### src/rtl/fsl_pkg.sv
// Package: shared sizes and bit positions for the floppy state-bit latch.
// Assumes: the state vector is ordered so that index bits [3:1] address it directly.
package fsl_pkg;
    localparam int IDX_W    = 4;
    localparam int NUM_BITS = 1 << (IDX_W - 1);
    localparam int SEL_W    = IDX_W - 1;

    // Bit positions inside the state vector; the decoder relies on this order.
    localparam int B_PH0   = 0;
    localparam int B_PH1   = 1;
    localparam int B_PH2   = 2;
    localparam int B_STRB  = 3;
    localparam int B_EN    = 4;
    localparam int B_EXT   = 5;
    localparam int B_MODE0 = 6;
    localparam int B_MODE1 = 7;

    typedef logic [NUM_BITS-1:0] state_t;
endpackage

### src/rtl/fsl_access_detect.sv
// Module: detects the first clock of a bus access to the latch.
// Assumes: cs_n and lds_n are synchronous to clk; one pulse per access.
module fsl_access_detect (
    input  logic clk,
    input  logic rst_n,
    input  logic cs_n,
    input  logic lds_n,
    output logic start
);
    logic active;
    logic active_q;

    // Purpose: an access is live while both selects are low.
    always_comb active = !cs_n && !lds_n;

    // Purpose: remember whether the previous cycle was already inside an access.
    always_ff @(posedge clk) begin
        if (!rst_n) active_q <= 1'b0;
        else        active_q <= active;
    end

    // Purpose: pulse only on the opening cycle of an access.
    always_comb start = active && !active_q;
endmodule

### src/rtl/fsl_index_decode.sv
// Module: turns a register index into a one-hot bit strobe and the new bit value.
// Assumes: index bits [IDX_W-1:1] pick the bit and bit [0] is the value.
module fsl_index_decode #(
    parameter int IDX_W = fsl_pkg::IDX_W,
    localparam int NB   = 1 << (IDX_W - 1)
) (
    input  logic             start,
    input  logic [IDX_W-1:0] idx,
    output logic [NB-1:0]    wr_sel,
    output logic             wr_val
);
    // Purpose: build the one-hot strobe, empty when no access opens.
    always_comb begin
        wr_sel = '0;
        if (start) wr_sel[idx[IDX_W-1:1]] = 1'b1;
        wr_val = idx[0];
    end
endmodule

### src/rtl/fsl_bit_bank.sv
// Module: the bank of individually writable state flops.
// Assumes: at most one wr_sel bit is high per cycle.
module fsl_bit_bank #(
    parameter int NB = fsl_pkg::NUM_BITS
) (
    input  logic          clk,
    input  logic          rst_n,
    input  logic [NB-1:0] wr_sel,
    input  logic          wr_val,
    output logic [NB-1:0] bits
);
    for (genvar g = 0; g < NB; g++) begin : g_bit
        // Purpose: hold one state bit, load it when its strobe is set.
        always_ff @(posedge clk) begin
            if (!rst_n)         bits[g] <= 1'b0;
            else if (wr_sel[g]) bits[g] <= wr_val;
        end
    end
endmodule

### src/rtl/floppy_state_latch.sv
// Module: top of the floppy controller state-bit latch.
// Assumes: reg_idx carries address bits A12..A9 and is valid while cs_n and lds_n are low.
module floppy_state_latch
    import fsl_pkg::*;
(
    input  logic       clk,
    input  logic       rst_n,
    input  logic       cs_n,
    input  logic       lds_n,
    input  logic [3:0] reg_idx,
    output logic [3:0] phase,
    output logic       drive_en,
    output logic       drive_ext,
    output logic [1:0] mode
);
    logic            start;
    logic [NUM_BITS-1:0] wr_sel;
    logic            wr_val;
    state_t          bits;

    fsl_access_detect u_det (
        .clk   (clk),
        .rst_n (rst_n),
        .cs_n  (cs_n),
        .lds_n (lds_n),
        .start (start)
    );

    fsl_index_decode #(.IDX_W(IDX_W)) u_dec (
        .start  (start),
        .idx    (reg_idx),
        .wr_sel (wr_sel),
        .wr_val (wr_val)
    );

    fsl_bit_bank #(.NB(NUM_BITS)) u_bank (
        .clk    (clk),
        .rst_n  (rst_n),
        .wr_sel (wr_sel),
        .wr_val (wr_val),
        .bits   (bits)
    );

    // Purpose: fan the state vector out to named outputs.
    always_comb begin
        phase     = bits[B_STRB:B_PH0];
        drive_en  = bits[B_EN];
        drive_ext = bits[B_EXT];
        mode      = bits[B_MODE1:B_MODE0];
    end
endmodule

### config.mk
export PLATFORM = sky130hd
export DESIGN_NAME = floppy_state_latch
export DESIGN_NICKNAME = d
export VERILOG_FILES = /design/src/rtl/fsl_pkg.sv /design/src/rtl/fsl_access_detect.sv /design/src/rtl/fsl_index_decode.sv /design/src/rtl/fsl_bit_bank.sv /design/src/rtl/floppy_state_latch.sv
export SDC_FILE = /design/constraint.sdc
export NUM_CORES = 1
export LEC_CHECK = 0
export ABC_AREA = 1
export BUFFER_PORTS_ARGS = -buffer_cell sky130_fd_sc_hd__buf_2
export CAP_MARGIN = 20
export CORE_AREA = 2 2 39 41
export CTS_BUF_LIST = sky130_fd_sc_hd__clkbuf_4
export CTS_CLUSTER_DIAMETER = 40
export CTS_CLUSTER_SIZE = 8
export DETAILED_ROUTE_END_ITERATION = 12
export DIE_AREA = 0 0 41 43
export GPL_ROUTABILITY_DRIVEN = 0
export HOLD_SLACK_MARGIN = 0.15
export SYNTH_ARGS = -nofsm -noshare
export SYNTH_HDL_FRONTEND = slang
export SYNTH_SLANG_ARGS = --single-unit
### constraint.sdc
create_clock -name clk -period 1.1 [get_ports clk]
set_input_delay 0.11 -clock clk [delete_from_list [all_inputs] [get_ports clk]]
set_output_delay 0.11 -clock clk [all_outputs]
set_load 0.01 [all_outputs]
==> reports/qor.txt <==
PLACED DESIGN
--------------------------------------------------------------------------------
Placed Instances                                                              96
I/O Buffers                                                                   15
DP Wirelength                                                             652 um

FLOORPLANNING
--------------------------------------------------------------------------------
Initial core utilization                                                   0.301
Chip width                                                                 41 um
DIE HEIGHT                                                                 43 um
Placement row count                                                           14
I/O pins                                                                      16
Floorplan die area                                                      1760 um2
CORE AREA                                                               1380 um2

POWER
--------------------------------------------------------------------------------
Power per unit of standard cell area                                 1250 nW/um2
Part of the total power dissipated in the clock network                    0.401
Reported net switching power                                          0.000173 W
Total leakage power                                                     0.285 nW
Combinational group share of total power                                   0.124
Sequential share of power                                                  0.475
Internal power consumption                                            0.000534 W
IR Drop Worst-Case VDD                                                0.000839 V
Switching part of the total power                                          0.244

CTS
--------------------------------------------------------------------------------
Clock Path Buffers                                                             2
Clock insertion delay at the later pin of the skew report                0.26 ns
Number of buffers inserted by post-CTS setup repair                            0
TritonCTS clock tree                                                       built
Number of CTS-inserted buffers                                                 3
Total clock sinks                                                              9
Clk pin slew, worst setup/hold paths                                     0.06 ns
Clock H-tree levels                                                            1
Clock Tree Root                                                     sky130_fd_sc_hd__clkbuf_4

SYNTHESIS
--------------------------------------------------------------------------------
Post-synth net total                                                          74
Count of mapped cells out of synthesis                                        66
Number of distinct library cells after synthesis                               9
Cell area after technology mapping                                       417 um2
Seq cells post-synth                                                           9
Main area contributors after synthesis                              sky130_fd_sc_hd__dfxtp_1 43%, sky130_fd_sc_hd__nor2_1 19%, sky130_fd_sc_hd__nand2_1 14%
Biggest area consumer among synthesized cells                       sky130_fd_sc_hd__dfxtp_1
Proportion of netlist area held by the largest area contributor            0.432
Synthesis Warnings                                                             0
Post-synthesis area per instance                                        6.31 um2
Register area share after synthesis                                        0.432

DETAILED ROUTING
--------------------------------------------------------------------------------
Total Routed Length                                                       886 um
Top metal layer carrying routed signals                                     met4
M1 WL                                                                     440 um
Routed via count divided by cell count                                      4.48
Routed WL per cell                                                       8.60 um
Detailed-routed wire length on met2                                       356 um
Drt first-iter violations                                                      8
Antenna viol nets, final                                                       0
Total met3 wirelength after detailed routing                               75 um
Number of vias after detailed routing                                        461
DRC violations left                                                            0
Total iterations of the first detailed-routing run                             4

WORST SETUP PATH
--------------------------------------------------------------------------------
Critical path cell sequence                                         inv_1 -> nand2_1 -> inv_2 -> nand3_1 -> nand2_1 -> nor2_1
Most used cell, CP                                                  sky130_fd_sc_hd__nand2_1
Launch point of the worst reg-to-reg path                           u_det.active_q
Max FO, Critical Path                                                          8
Arr. time, crit path                                                     1.05 ns
FF-to-FF path depth                                                            6
Capture instance of the worst register-to-register path             u_bank.bits[2]
Worst EP required                                                        1.26 ns
Slowest Stage Delay on Critical Path                                     0.30 ns
Critical-path top delay cell                                        sky130_fd_sc_hd__dfxtp_1
Kind of end point of the critical path                                      flop
Setup Crit Path Kind                                                     reg2reg
Kind of start point of the critical path                                    flop
Reg2reg setup slack                                                      0.22 ns

FINISH
--------------------------------------------------------------------------------
Area Growth Syn to Fin                                                     35.4%
Fraction of final layout cells with drive strength greater than 1          0.230
Inserted Diodes                                                                0
Final standard cell count with taps included and fillers excluded            103
# fillers                                                                    161
# nets final                                                                  96

GLOBAL ROUTE
--------------------------------------------------------------------------------
Number of antenna violations at the first check in global routing              0
Overall global routing resource usage                                      0.126
Maximum number of pins on one net before global-route repair                  10
Number of global-route vias before repair                                    340
Wire length of the first global-routing pass                             1400 um
Overflow after GRT                                                             0

WORST HOLD PATH
--------------------------------------------------------------------------------
Hold path depth                                                                5
Hold/Removal Path Class                                                   in2reg
Hold_sp                                                               reg_idx[0]
Endpoint of the worst hold-timing path                              u_bank.bits[5]

TIMING
--------------------------------------------------------------------------------
Setup repair after global routing missed its margin                           no
Sum Neg Setup Slack                                                         0 ns
Share of the clock period used by the worst path                           0.804
Final setup violating endpoints                                                0
Fmax achieved                                                           1130 MHz
Skew final                                                            0.00551 ns
Fin. max-slew vios                                                             0
Pin slew with the least headroom to its limit                           0.235 ns
Final Critical Period                                                   0.885 ns
Final hold violation count                                                     0
Relative slew slack                                                        0.843

JOB
--------------------------------------------------------------------------------
Max-cap violations                                                             0

STATUS
--------------------------------------------------------------------------------
Run status                                                          complete, no violations

-- final cells by class --
class | count | area [um2] | area share
multi-input combinational | 50 | 206 | 0.366
sequential | 9 | 180 | 0.319
timing repair buffer | 18 | 105 | 0.186
clock buffer | 4 | 30.0 | 0.0532
inverter | 6 | 22.5 | 0.0399
tap | 16 | 20.0 | 0.0355
-- cell usage after synthesis --
master                     n
sky130_fd_sc_hd__a21oi_1   4
sky130_fd_sc_hd__nor2_1   21
sky130_fd_sc_hd__nand2_1  16
sky130_fd_sc_hd__buf_4     1
sky130_fd_sc_hd__inv_2     1
sky130_fd_sc_hd__dfxtp_1   9
sky130_fd_sc_hd__inv_1     5
sky130_fd_sc_hd__nor3b_1   1
sky130_fd_sc_hd__nand3_1   8
-- worst max-delay path: cells and delay by family, from the launching register on --
| family | cells | cell delay [ns] |
|---|---|---|
| simple gates | 4 | 0.30 |
| flops | 1 | 0.30 |
| buf+inv | 2 | 0.19 |
-- layout by cell type, fill, tap and decap left out --
cell type	n
sky130_fd_sc_hd__nand2_1	16
sky130_fd_sc_hd__clkbuf_4	4
sky130_fd_sc_hd__inv_1	5
sky130_fd_sc_hd__nor3b_1	1
sky130_fd_sc_hd__dfxtp_1	9
sky130_fd_sc_hd__nor2_1	21
sky130_fd_sc_hd__dlygate4sd3_1	3
sky130_fd_sc_hd__a21oi_1	4
sky130_fd_sc_hd__inv_2	1
sky130_fd_sc_hd__buf_2	15
sky130_fd_sc_hd__nand3_1	8
-- cells by family (layout without fill, tap and decap cells) --
group                  count (synthesis)  in the layout  synth area share
AOI/OAI and AO/OA                      4              4            0.0480
and+or+nand+nor                       46             46             0.447
DFF                                    9              9             0.432
buffers and inverters                  7             28            0.0721
-- metal layers --
metal	GRT usage	up-vias
met5	0	-
met2	0.163	17
met3	0.0942	2
li1	-	250
met4	0.0600	0
met1	0.149	192
-- power groups by stage --
stage                     clock [W]  combinational, W  sequential [W]
after CTS                  0.000300         0.0000879        0.000336
after detailed placement          0         0.0000800        0.000344
after global routing       0.000319          0.000101        0.000337
final                      0.000283         0.0000876        0.000336
after global placement            0         0.0000796        0.000344
after floorplan                   0         0.0000462        0.000347
-- flip-flops by register name (all words and copies together), names as in the netlist --
name            cells
u_bank.bits         8
u_det.active_q      1
-- worst max-delay path by stage --
stage | slack, ns | endpoint | from
after floorplan | 0.30 | u_bank.bits[0] | u_det.active_q
after global placement | 0.23 | u_bank.bits[1] | lds_n
after detailed placement | 0.21 | u_bank.bits[0] | lds_n
after CTS | 0.22 | u_bank.bits[0] | u_det.active_q
after global routing | 0.12 | u_bank.bits[2] | u_det.active_q
final | 0.22 | u_bank.bits[2] | u_det.active_q
-- metrics by stage --
step | power, W | utilization | area, um2 | setup slack, ns | hold slack (ns)
after detailed placement | 0.000423 | 0.364 | 504 | 0.208 | 0.294
final | 0.000707 | 0.408 | 564 | 0.215 | 0.266
after floorplan | 0.000393 | - | 417 | 0.298 | 0.185
after CTS | 0.000724 | 0.408 | 564 | 0.215 | 0.260
after global routing | 0.000757 | 0.408 | 564 | 0.124 | 0.297
after global placement | 0.000423 | 0.364 | 504 | 0.229 | 0.286
-- what timing repair did --
item	4_1_cts	5_1_grt
hold buffers	3	0
hold endpoints to repair	9	0
resized for setup	0	0
(Power assumes the default switching activity.)
